==> src/rtl/qts_pkg.sv <==
package qts_pkg;

    typedef enum logic [1:0] {
        CH_RUN   = 2'd0,  // following command
        CH_JTRIP = 2'd1,  // junction shutdown, waiting to cool
        CH_CLOCK = 2'd2,  // case lockout
        CH_WAIT  = 2'd3   // cooled, waiting for restart grant
    } ch_state_e;

    typedef struct packed {
        ch_state_e st;
        logic      drv;
        logic      stat_n;
    } ch_reg_t;

endpackage

==> src/rtl/qts_sync.sv <==
module qts_sync #(
    parameter int W      = 8,
    parameter int STAGES = 2
) (
    input  logic         clk,
    input  logic         rst_n,
    input  logic [W-1:0] din,
    output logic [W-1:0] dout
);
    logic [W-1:0] stage_d [STAGES];
    logic [W-1:0] stage_q [STAGES];

    always_comb begin
        stage_d[0] = din;
        for (int s = 1; s < STAGES; s++) begin
            stage_d[s] = stage_q[s-1];
        end
    end

    always_ff @(posedge clk or negedge rst_n) begin
        if (!rst_n) begin
            for (int s = 0; s < STAGES; s++) begin
                stage_q[s] <= '0;
            end
        end else begin
            for (int s = 0; s < STAGES; s++) begin
                stage_q[s] <= stage_d[s];
            end
        end
    end

    assign dout = stage_q[STAGES-1];
endmodule

==> src/rtl/qts_channel.sv <==
module qts_channel
    import qts_pkg::*;
(
    input  logic clk,
    input  logic rst_n,
    input  logic cmd,
    input  logic jt_hot,
    input  logic jt_cool,
    input  logic case_hot,
    input  logic case_cool,
    input  logic uv,
    input  logic ilim,
    input  logic grant,
    output logic req,
    output logic drv_en,
    output logic stat_n
);
    ch_reg_t r_d, r_q;

    always_comb begin
        r_d = r_q;
        unique case (r_q.st)
            CH_RUN: begin
                if (cmd && jt_hot) begin
                    r_d.st = CH_JTRIP;
                end else if (cmd && ilim && case_hot) begin
                    r_d.st = CH_CLOCK;
                end
            end
            CH_JTRIP: begin
                if (case_hot) begin
                    r_d.st = CH_CLOCK;
                end else if (jt_cool) begin
                    r_d.st = cmd ? CH_WAIT : CH_RUN;
                end
            end
            CH_CLOCK: begin
                if (case_cool) begin
                    if (!jt_cool) begin
                        r_d.st = CH_JTRIP;
                    end else begin
                        r_d.st = cmd ? CH_WAIT : CH_RUN;
                    end
                end
            end
            CH_WAIT: begin
                if (!cmd) begin
                    r_d.st = CH_RUN;
                end else if (jt_hot) begin
                    r_d.st = CH_JTRIP;
                end else if (grant) begin
                    r_d.st = CH_RUN;
                end
            end
            default: r_d.st = CH_RUN;
        endcase
        r_d.drv    = (r_d.st == CH_RUN) && cmd && !uv;
        r_d.stat_n = (r_d.st == CH_RUN);
    end

    always_ff @(posedge clk or negedge rst_n) begin
        if (!rst_n) begin
            r_q <= '{st: CH_RUN, drv: 1'b0, stat_n: 1'b1};
        end else begin
            r_q <= r_d;
        end
    end

    assign req    = (r_q.st == CH_WAIT) && cmd;
    assign drv_en = r_q.drv;
    assign stat_n = r_q.stat_n;
endmodule

==> src/rtl/qts_restart_arb.sv <==
module qts_restart_arb #(
    parameter int N   = 4,
    parameter int GAP = 8
) (
    input  logic         clk,
    input  logic         rst_n,
    input  logic [N-1:0] req,
    output logic [N-1:0] gnt
);
    localparam int PW = (N > 1) ? $clog2(N) : 1;
    localparam int CW = (GAP > 1) ? $clog2(GAP + 1) : 1;

    typedef struct packed {
        logic [PW-1:0] ptr;
        logic [CW-1:0] cnt;
    } arb_reg_t;

    arb_reg_t r_d, r_q;

    always_comb begin
        logic [PW-1:0] idx;
        logic          found;
        r_d   = r_q;
        gnt   = '0;
        found = 1'b0;
        idx   = '0;
        if (r_q.cnt == '0) begin
            for (int k = 0; k < N; k++) begin
                idx = PW'((int'(r_q.ptr) + k) % N);
                if (!found && req[idx]) begin
                    found    = 1'b1;
                    gnt[idx] = 1'b1;
                    r_d.ptr  = PW'((int'(idx) + 1) % N);
                end
            end
        end
        if (found) begin
            r_d.cnt = CW'(GAP - 1);
        end else if (r_q.cnt != '0) begin
            r_d.cnt = r_q.cnt - CW'(1);
        end
    end

    always_ff @(posedge clk or negedge rst_n) begin
        if (!rst_n) begin
            r_q <= '0;
        end else begin
            r_q <= r_d;
        end
    end
endmodule

==> src/rtl/quad_thermal_seq.sv <==
module quad_thermal_seq #(
    parameter int N           = 4,
    parameter int RESTART_GAP = 8,
    parameter int SYNC_STAGES = 2
) (
    input  logic         clk,
    input  logic         rst_n,
    input  logic [N-1:0] cmd_i,
    input  logic [N-1:0] jt_hot_i,
    input  logic [N-1:0] jt_cool_i,
    input  logic         case_hot_i,
    input  logic         case_cool_i,
    input  logic         uv_i,
    input  logic [N-1:0] ilim_i,
    output logic [N-1:0] drv_en_o,
    output logic [N-1:0] stat_n_o
);
    localparam int SW = 3 + 4 * N;

    logic [SW-1:0] raw_flags, s_flags;
    logic          case_hot_s, case_cool_s, uv_s;
    logic [N-1:0]  cmd_s, jt_hot_s, jt_cool_s, ilim_s;
    logic [N-1:0]  req, gnt;

    assign raw_flags = {ilim_i, jt_cool_i, jt_hot_i, cmd_i, uv_i, case_cool_i, case_hot_i};

    qts_sync #(.W(SW), .STAGES(SYNC_STAGES)) sync_i (
        .clk  (clk),
        .rst_n(rst_n),
        .din  (raw_flags),
        .dout (s_flags)
    );

    assign case_hot_s  = s_flags[0];
    assign case_cool_s = s_flags[1];
    assign uv_s        = s_flags[2];
    assign cmd_s       = s_flags[3 +: N];
    assign jt_hot_s    = s_flags[3 + N +: N];
    assign jt_cool_s   = s_flags[3 + 2*N +: N];
    assign ilim_s      = s_flags[3 + 3*N +: N];

    for (genvar i = 0; i < N; i++) begin : g_ch
        qts_channel ch_i (
            .clk      (clk),
            .rst_n    (rst_n),
            .cmd      (cmd_s[i]),
            .jt_hot   (jt_hot_s[i]),
            .jt_cool  (jt_cool_s[i]),
            .case_hot (case_hot_s),
            .case_cool(case_cool_s),
            .uv       (uv_s),
            .ilim     (ilim_s[i]),
            .grant    (gnt[i]),
            .req      (req[i]),
            .drv_en   (drv_en_o[i]),
            .stat_n   (stat_n_o[i])
        );
    end

    qts_restart_arb #(.N(N), .GAP(RESTART_GAP)) arb_i (
        .clk  (clk),
        .rst_n(rst_n),
        .req  (req),
        .gnt  (gnt)
    );
endmodule

==> config.mk <==
export PLATFORM = sky130hd
export DESIGN_NAME = quad_thermal_seq
export DESIGN_NICKNAME = d
export VERILOG_FILES = /design/src/rtl/qts_pkg.sv /design/src/rtl/qts_sync.sv /design/src/rtl/qts_channel.sv /design/src/rtl/qts_restart_arb.sv /design/src/rtl/quad_thermal_seq.sv
export SDC_FILE = /design/constraint.sdc
export NUM_CORES = 1
export LEC_CHECK = 0
export ABC_AREA = 1
export BUFFER_PORTS_ARGS = -buffer_cell sky130_fd_sc_hd__buf_2
export CAP_MARGIN = 5
export CORE_AREA = 3 3 72 74
export CTS_CLUSTER_DIAMETER = 150
export DETAILED_ROUTE_END_ITERATION = 10
export DIE_AREA = 0 0 75 77
export PLACE_DENSITY_LB_ADDON = 0.05
export SLEW_MARGIN = 10
export SYNTH_ARGS = -nofsm -noshare
export SYNTH_HDL_FRONTEND = slang
export SYNTH_HIERARCHICAL = 1
export SYNTH_SLANG_ARGS = --single-unit
==> constraint.sdc <==
create_clock -name clk -period 4.3 [get_ports clk]
set_input_delay 1.29 -clock clk [delete_from_list [all_inputs] [get_ports clk]]
set_output_delay 1.29 -clock clk [all_outputs]
set_load 0.01 [all_outputs]
==> run summary, run 1 <==
area of the core: 4660 µm²
most frequent cells in the layout: 76 x sky130_fd_sc_hd__nand2_1, 56 x sky130_fd_sc_hd__dfrtp_1, 39 x sky130_fd_sc_hd__inv_1
Tcrit/Tclk final: 0.597
Leak: 0.00168 µW
count of cells resized by post-cts repair: 0
Chip Width: 75 µm
half-perimeter wire length of the detailed placement result: 3700 µm
switching share of total power: 0.416
number of top-level design ports: 29
final routed wire length divided by cell count: 12.5 µm
Async S/R FF share, synth: 1.00
max-cap check violation count: 0
antenna-violating nets left: 0
Worst Tran Pin Value: 0.851 ns
register cell area after layout: 1510 µm²
CP required: 4.55 ns
Critical-path top delay cell: sky130_fd_sc_hd__dfrtp_1
Worst Hold End: sync_i/dout[10]$_DFF_PN0_
antenna cells: 0
setup fix buffers added after clock tree synthesis: 0
layout overhead on the synthesized area: 10.9%
RSZ-0062 raised after global routing: false
global-route wire length before repair: 8840 µm
switching power: 866 µW
cell internal pwr: 1220 µW
H-tree lvl count: 3
most frequent cell on the critical path: sky130_fd_sc_hd__inv_1
launching point of the worst reg2reg path: arb_i/r_q[5]$_DFFE_PN0P_
peak supply drop: 0.356 mV
origin of the worst min-delay path: sync_i/stage_d[10]$_DFF_PN0_
Power Density: 648 nW/µm²
total chip power: 2080 µW
GRT overflow: 0
Clk Latency, worst-skew pair: 0.33 ns
RePlAce Congestion: 0.892
family of cells with the greatest summed delay on the critical path: simple AND/OR/NAND/NOR gates
Comb pwr share: 0.404
number of clock sinks: 60
Final Util: 0.690
portion of total power attributed to sequential cells: 0.389
Die H: 77 µm
final count of negative-setup-slack endpoints: 0
detailed-routing iteration count for the pre-antenna-repair pass: 4
Yosys warning total: 6
DR DRC count: 0
final-layout setup total negative slack: 0 ns
effective utilization at floorplan: 0.622
buffering stage count on the worst path with inverters included: 4
average cell area after synthesis: 9.06 µm²
initial DRC count: 165
area used by multi-input combinational logic: 1160 µm²
final hold violations: 0
post-synthesis cell count: 320
register area share after synthesis: 0.520
minimum period implied by the final worst setup slack: 2.57 ns
TritonCTS clock tree: yes
library cells used by synthesis: 29
Setup CP Type: flip-flop to flip-flop
clock tree skew after final layout: 0.0107 ns
aggregate global-route resource usage: 0.206
number of filler cells placed in the layout: 361
area of the die: 5780 µm²
reg-to-reg endpoint: g_ch[3].ch_i/stat_n$_DFF_PN1_
category of the worst setup path capture point: flip-flop
type of origin of the critical path: flip-flop
CTS max path bufs: 2
FF-to-FF setup slack: 1.73 ns
Post-synth top flop: sky130_fd_sc_hd__dfrtp_1
outcome: complete, no violations
Root Driver: sky130_fd_sc_hd__clkbuf_8
total wire length after detailed routing: 5160 µm
maximum clock rate: 0.390 GHz
worst hold path class: flip-flop to flip-flop
clock edge transition at the registers on the reported setup and hold paths: 0.07 ns
number of global-route vias before repair: 2021
total number of vias: 2115
cts hold-fix bufs: 0
share of layout cells above drive strength 1: 0.259
Worst Hold Path Cells: 0
maximum number of pins on one net before global-route repair: 41
Final nets: 385
max_slew headroom: 0.432
Slew Limit Fails: 0
worst reg-to-reg path cell count: 15
critical path cell sequence: inv_1, ha_1, inv_1, nand3_1, and2_4, inv_1, nor2_4, nand2_1, a21oi_1, inv_1, nand2_1, nor2_1, nor2_2, nand3_2, nor2_1
number of placement rows: 25
via density per instance: 5.12
EDFF count, synth: 0
most common library cell in the layout ignoring fill and taps: sky130_fd_sc_hd__nand2_1
Post-Synthesis Cell Area: 2900 µm²
antenna violations before repair: 0
Largest stage delay, worst path: 0.51 ns
net count after synthesis: 350
fin cells: 413
number of port buffers: 28
CTS buffer count: 9
Worst Path Arrival: 2.81 ns
post-synthesis register bit count: 60
cell total after placement: 398
share of power burned in the clock network: 0.207
highest fanout seen on the critical path: 9
## flip-flops by register name (all words and copies together) (netlist names)
name and count:
g_ch.ch_i/stat_n 4, arb_i/r_q 6, g_ch.ch_i/r_q 8, sync_i/stage_d 19, g_ch.ch_i/drv_en 4, sync_i/dout 19
## worst reg2reg max path, stage by stage, from the launching register on
cell and delay (ns):
sky130_fd_sc_hd__dfrtp_1 0.51, sky130_fd_sc_hd__inv_1 0.20, sky130_fd_sc_hd__ha_1 0.43, sky130_fd_sc_hd__inv_1 0.11
sky130_fd_sc_hd__nand3_1 0.10, sky130_fd_sc_hd__and2_4 0.18, sky130_fd_sc_hd__inv_1 0.07, sky130_fd_sc_hd__nor2_4 0.15
sky130_fd_sc_hd__nand2_1 0.06, sky130_fd_sc_hd__a21oi_1 0.13, sky130_fd_sc_hd__inv_1 0.07, sky130_fd_sc_hd__nand2_1 0.07
sky130_fd_sc_hd__nor2_1 0.05, sky130_fd_sc_hd__nor2_2 0.11, sky130_fd_sc_hd__nand3_2 0.10, sky130_fd_sc_hd__nor2_1 0.15
## per-stage QoR
step	setup WS, ns	hold slack [ns]	instance area, µm²
final	1.73	0.341	3210
after global routing	1.46	0.357	3210
after CTS	1.76	0.349	3210
after detailed placement	1.81	0.335	3050
after global placement	1.83	0.331	3050
after floorplan	2.10	0.331	2900
## how the worst max path moves through the flow
stage	from	end	depth (start not counted)
2_1_floorplan	arb_i/r_q[4]$_DFFE_PN0P_	g_ch[0].ch_i/drv_en$_DFF_PN0_	15
3_3_place_gp	arb_i/r_q[4]$_DFFE_PN0P_	g_ch[0].ch_i/drv_en$_DFF_PN0_	15
3_5_place_dp	arb_i/r_q[5]$_DFFE_PN0P_	g_ch[0].ch_i/drv_en$_DFF_PN0_	15
4_1_cts	arb_i/r_q[5]$_DFFE_PN0P_	g_ch[3].ch_i/stat_n$_DFF_PN1_	15
5_1_grt	arb_i/r_q[5]$_DFFE_PN0P_	g_ch[2].ch_i/stat_n$_DFF_PN1_	15
6_report	arb_i/r_q[5]$_DFFE_PN0P_	g_ch[3].ch_i/stat_n$_DFF_PN1_	15
## power by group through the flow
stage,logic [µW],clock network (µW),registers (µW)
floorplan,743,0,784
global placement,831,0,813
detailed placement,838,0,815
CTS,842,445,808
global route,952,474,827
finish,842,431,809
## layout make-up
cell class | count | area share
multi-input cells | 211 | 0.361
clock buffers | 10 | 0.0428
repair buffers | 29 | 0.0459
flip-flops and latches | 60 | 0.469
inverters | 44 | 0.0514
clock inverters | 5 | 0.00895
well taps | 54 | 0.0210
## logic make-up after synthesis
group | synth area share
AO/OA/AOI/OAI | 0.0268
AND/OR/NAND/NOR | 0.326
flip-flops | 0.520
XOR/XNOR | 0.00907
adder cells (fa/ha/maj) | 0.0389
buffers and inverters | 0.0794
## synthesized netlist by cell type (2+ instances only)
cell type / count / area share
sky130_fd_sc_hd__nand3_4: 2 / 0.012
sky130_fd_sc_hd__xnor2_1: 2 / 0.0060
sky130_fd_sc_hd__dfrtp_1: 56 / 0.48
sky130_fd_sc_hd__o21ai_0: 3 / 0.0052
sky130_fd_sc_hd__nand2_1: 76 / 0.098
sky130_fd_sc_hd__nor2_1: 35 / 0.045
sky130_fd_sc_hd__inv_1: 39 / 0.051
sky130_fd_sc_hd__o22ai_1: 2 / 0.0043
sky130_fd_sc_hd__dfstp_2: 4 / 0.036
sky130_fd_sc_hd__nor2_2: 8 / 0.017
sky130_fd_sc_hd__nand3b_1: 4 / 0.010
sky130_fd_sc_hd__nand3_1: 20 / 0.035
sky130_fd_sc_hd__nand2_4: 2 / 0.0078
sky130_fd_sc_hd__nand4_1: 6 / 0.013
sky130_fd_sc_hd__nand2_2: 9 / 0.019
sky130_fd_sc_hd__inv_2: 5 / 0.0065
sky130_fd_sc_hd__buf_6: 4 / 0.016
sky130_fd_sc_hd__nand3_2: 8 / 0.028
sky130_fd_sc_hd__nor3_2: 4 / 0.014
sky130_fd_sc_hd__nor3_1: 3 / 0.0052
sky130_fd_sc_hd__a21oi_1: 9 / 0.016
sky130_fd_sc_hd__ha_1: 9 / 0.039
sky130_fd_sc_hd__or2_2: 4 / 0.0086
## routing by layer
layer	share of wire	vias up	track usage	wire length, µm
li1	-	1070	-	-
met1	0.47	980	0.276	2430
met2	0.48	57	0.309	2470
met3	0.036	8	0.0537	186
met4	0.013	0	0.0943	69
met5	0	-	0	0
No activity file was read; power rests on OpenSTA's default activity.
==> run 2, diff against run 1 <==
--- a/config.mk
+++ b/config.mk
@@ -8,10 +8,10 @@
 export ABC_AREA = 1
 export BUFFER_PORTS_ARGS = -buffer_cell sky130_fd_sc_hd__buf_2
 export CAP_MARGIN = 5
-export CORE_AREA = 3 3 72 74
+export CORE_AREA = 3 3 75 77
 export CTS_CLUSTER_DIAMETER = 150
 export DETAILED_ROUTE_END_ITERATION = 10
-export DIE_AREA = 0 0 75 77
+export DIE_AREA = 0 0 78 80
 export PLACE_DENSITY_LB_ADDON = 0.05
 export SLEW_MARGIN = 10
 export SYNTH_ARGS = -nofsm -noshare
==> constraint.sdc (replaced) <==
create_clock -name clk -period 2.44 [get_ports clk]
set_input_delay 0.732 -clock clk [delete_from_list [all_inputs] [get_ports clk]]
set_output_delay 0.732 -clock clk [all_outputs]
set_load 0.01 [all_outputs]
==> run 2 against run 1 <==
Worst hold slack improved by 0.0044 ns. First-iteration DRC count fell by 39%. Critical path depth did not move. Clock power rose by 100%. Global-route usage fell by 2.3 points. Register-to-register slack got worse by 1.5 ns. Worst setup slack got worse by 1.5 ns. Total power rose by 84%.
==> run summary, run 2 (synthesis gave the netlist of run 1 again) <==
outcome: complete, no violations
cts hold-fix bufs: 0 (unchanged)
final count of negative-setup-slack endpoints: 0 (unchanged)
Largest stage delay, worst path: 0.37 ns (-0.14 ns)
clock tree skew after final layout: 0.00974 ns (-0.000979 ns)
total number of vias: 2082 (-1.6%)
Power Density: 1160 nW/µm² (+79%)
count of cells resized by post-cts repair: 0 (unchanged)
FF-to-FF setup slack: 0.28 ns (-1.45 ns)
critical path cell sequence: inv_2, ha_1, inv_1, nand3_2, nand2_4, nand3_4, nor2_4, nand2_1, a21oi_1, inv_1, nand2_1, nor2_1, nor2_2, nand3_2, nor3_2
Worst Tran Pin Value: 0.358 ns (-0.494 ns)
detailed-routing iteration count for the pre-antenna-repair pass: 4 (unchanged)
RSZ-0062 raised after global routing: false
final hold violations: 0 (unchanged)
maximum number of pins on one net before global-route repair: 61 (+49%)
worst reg-to-reg path cell count: 15 (unchanged)
number of placement rows: 26 (+4.0%)
minimum period implied by the final worst setup slack: 2.16 ns (-0.406 ns)
final-layout setup total negative slack: 0 ns (unchanged)
clock edge transition at the registers on the reported setup and hold paths: 0.07 ns (about the same)
type of origin of the critical path: flip-flop
number of clock sinks: 60 (unchanged)
share of layout cells above drive strength 1: 0.272 (+0.0129)
half-perimeter wire length of the detailed placement result: 3530 µm (-4.6%)
Slew Limit Fails: 0 (unchanged)
highest fanout seen on the critical path: 6 (-3)
max_slew headroom: 0.760 (+0.327)
launching point of the worst reg2reg path: arb_i/r_q[4]$_DFFE_PN0P_
layout overhead on the synthesized area: 14.2%
DR DRC count: 0 (unchanged)
CP required: 2.70 ns (-1.85 ns)
number of filler cells placed in the layout: 442 (+22%)
Comb pwr share: 0.410 (+0.006)
Worst Path Arrival: 2.42 ns (-0.39 ns)
Setup CP Type: flip-flop to flip-flop
Final Util: 0.652 (-0.0375)
GRT overflow: 0 (unchanged)
switching power: 1550 µW (+79%)
most common library cell in the layout ignoring fill and taps: sky130_fd_sc_hd__nand2_1
Die H: 80 µm (+3.9%)
aggregate global-route resource usage: 0.182 (-0.0234)
Chip Width: 78 µm (+4.0%)
Critical-path top delay cell: sky130_fd_sc_hd__ha_1
most frequent cells in the layout: 76 x sky130_fd_sc_hd__nand2_1, 55 x sky130_fd_sc_hd__dfrtp_1, 39 x sky130_fd_sc_hd__inv_1
Tcrit/Tclk final: 0.885 (+0.288)
effective utilization at floorplan: 0.571 (-0.0507)
origin of the worst min-delay path: sync_i/stage_d[16]$_DFF_PN0_
antenna violations before repair: 0 (unchanged)
CTS buffer count: 9 (unchanged)
total wire length after detailed routing: 4820 µm (-6.6%)
H-tree lvl count: 3 (unchanged)
via density per instance: 4.80 (-6.3%)
Final nets: 389 (+1.0%)
max-cap check violation count: 0 (unchanged)
Worst Hold Path Cells: 0 (unchanged)
TritonCTS clock tree: yes
cell internal pwr: 2280 µW (+87%)
global-route wire length before repair: 8650 µm (-2.2%)
CTS max path bufs: 2 (unchanged)
number of top-level design ports: 29 (unchanged)
maximum clock rate: 0.463 GHz (+19%)
Leak: 0.00171 µW (+1.8%)
antenna-violating nets left: 0 (unchanged)
final routed wire length divided by cell count: 11.1 µm (-11%)
Root Driver: sky130_fd_sc_hd__clkbuf_8
number of global-route vias before repair: 2004 (-0.84%)
area of the die: 6240 µm² (+8.1%)
antenna cells: 0 (unchanged)
worst hold path class: flip-flop to flip-flop
portion of total power attributed to sequential cells: 0.361 (-0.028)
category of the worst setup path capture point: flip-flop
setup fix buffers added after clock tree synthesis: 0 (unchanged)
number of port buffers: 28 (unchanged)
reg-to-reg endpoint: g_ch[0].ch_i/drv_en$_DFF_PN0_
Clk Latency, worst-skew pair: 0.33 ns (about the same)
initial DRC count: 100 (-39%)
area of the core: 5070 µm² (+8.9%)
share of power burned in the clock network: 0.229 (+0.022)
switching share of total power: 0.404 (-0.0116)
Worst Hold End: sync_i/dout[16]$_DFF_PN0_
peak supply drop: 0.562 mV (+58%)
RePlAce Congestion: 0.881 (-1.3%)
-- run 2: metrics by stage --
| step | cells | hold WS, ns | power, µW | setup slack (ns) | instance area, µm² |
|---|---|---|---|---|---|
| after floorplan | 320 | 0.331 | 2690 | 0.240 | 2900 |
| after global placement | 418 | 0.331 | 2960 | 0.277 | 3110 |
| after detailed placement | 418 | 0.335 | 2970 | 0.291 | 3110 |
| after CTS | 434 | 0.347 | 3870 | 0.254 | 3310 |
| after global routing | 434 | 0.348 | 4150 | 0.0249 | 3310 |
| final | 434 | 0.345 | 3830 | 0.280 | 3310 |
-- run 2: final cells by class --
| type | instances | area, µm² | area share |
|---|---|---|---|
| clock buffer | 9 | 124 | 0.0374 |
| multi-input combinational | 211 | 1160 | 0.351 |
| sequential | 60 | 1510 | 0.456 |
| inverter | 44 | 165 | 0.0499 |
| tap | 70 | 87.6 | 0.0265 |
| clock inverter | 7 | 73.8 | 0.0223 |
| timing repair buffer | 33 | 190 | 0.0575 |
-- run 2: critical path, delay by kind of cell, from the launching register on --
| kind | cells | cell delay [ns] |
|---|---|---|
| adders and majority gates | 1 | 0.37 |
| buffers and inverters | 3 | 0.26 |
| DFF | 1 | 0.36 |
| AOI/OAI and AO/OA | 1 | 0.17 |
| and+or+nand+nor | 10 | 0.94 |
-- run 2: worst max path at each step --
stage / start / endpoint
detailed placement: g_ch[0].ch_i/r_q[3]$_DFF_PN0_ / g_ch[0].ch_i/drv_en$_DFF_PN0_
finish: arb_i/r_q[4]$_DFFE_PN0P_ / g_ch[0].ch_i/drv_en$_DFF_PN0_
CTS: g_ch[0].ch_i/r_q[3]$_DFF_PN0_ / g_ch[0].ch_i/drv_en$_DFF_PN0_
global route: g_ch[3].ch_i/r_q[3]$_DFF_PN0_ / g_ch[0].ch_i/drv_en$_DFF_PN0_
global placement: g_ch[0].ch_i/r_q[3]$_DFF_PN0_ / g_ch[0].ch_i/drv_en$_DFF_PN0_
floorplan: arb_i/r_q[4]$_DFFE_PN0P_ / g_ch[0].ch_i/drv_en$_DFF_PN0_
-- run 2: power by group through the flow --
stage	registers, µW	logic, µW	clock network (µW)
CTS	1380	1580	911
floorplan	1380	1310	0
global route	1410	1780	960
detailed placement	1400	1580	0
finish	1380	1570	874
global placement	1390	1560	0
-- run 2: routing by layer --
layer | global-route usage | up-vias | part of all wire
met5 | 0 | - | 0
met4 | 0.0664 | 0 | 0.010
met3 | 0.0666 | 7 | 0.049
met2 | 0.300 | 48 | 0.47
met1 | 0.221 | 949 | 0.47
li1 | - | 1078 | -
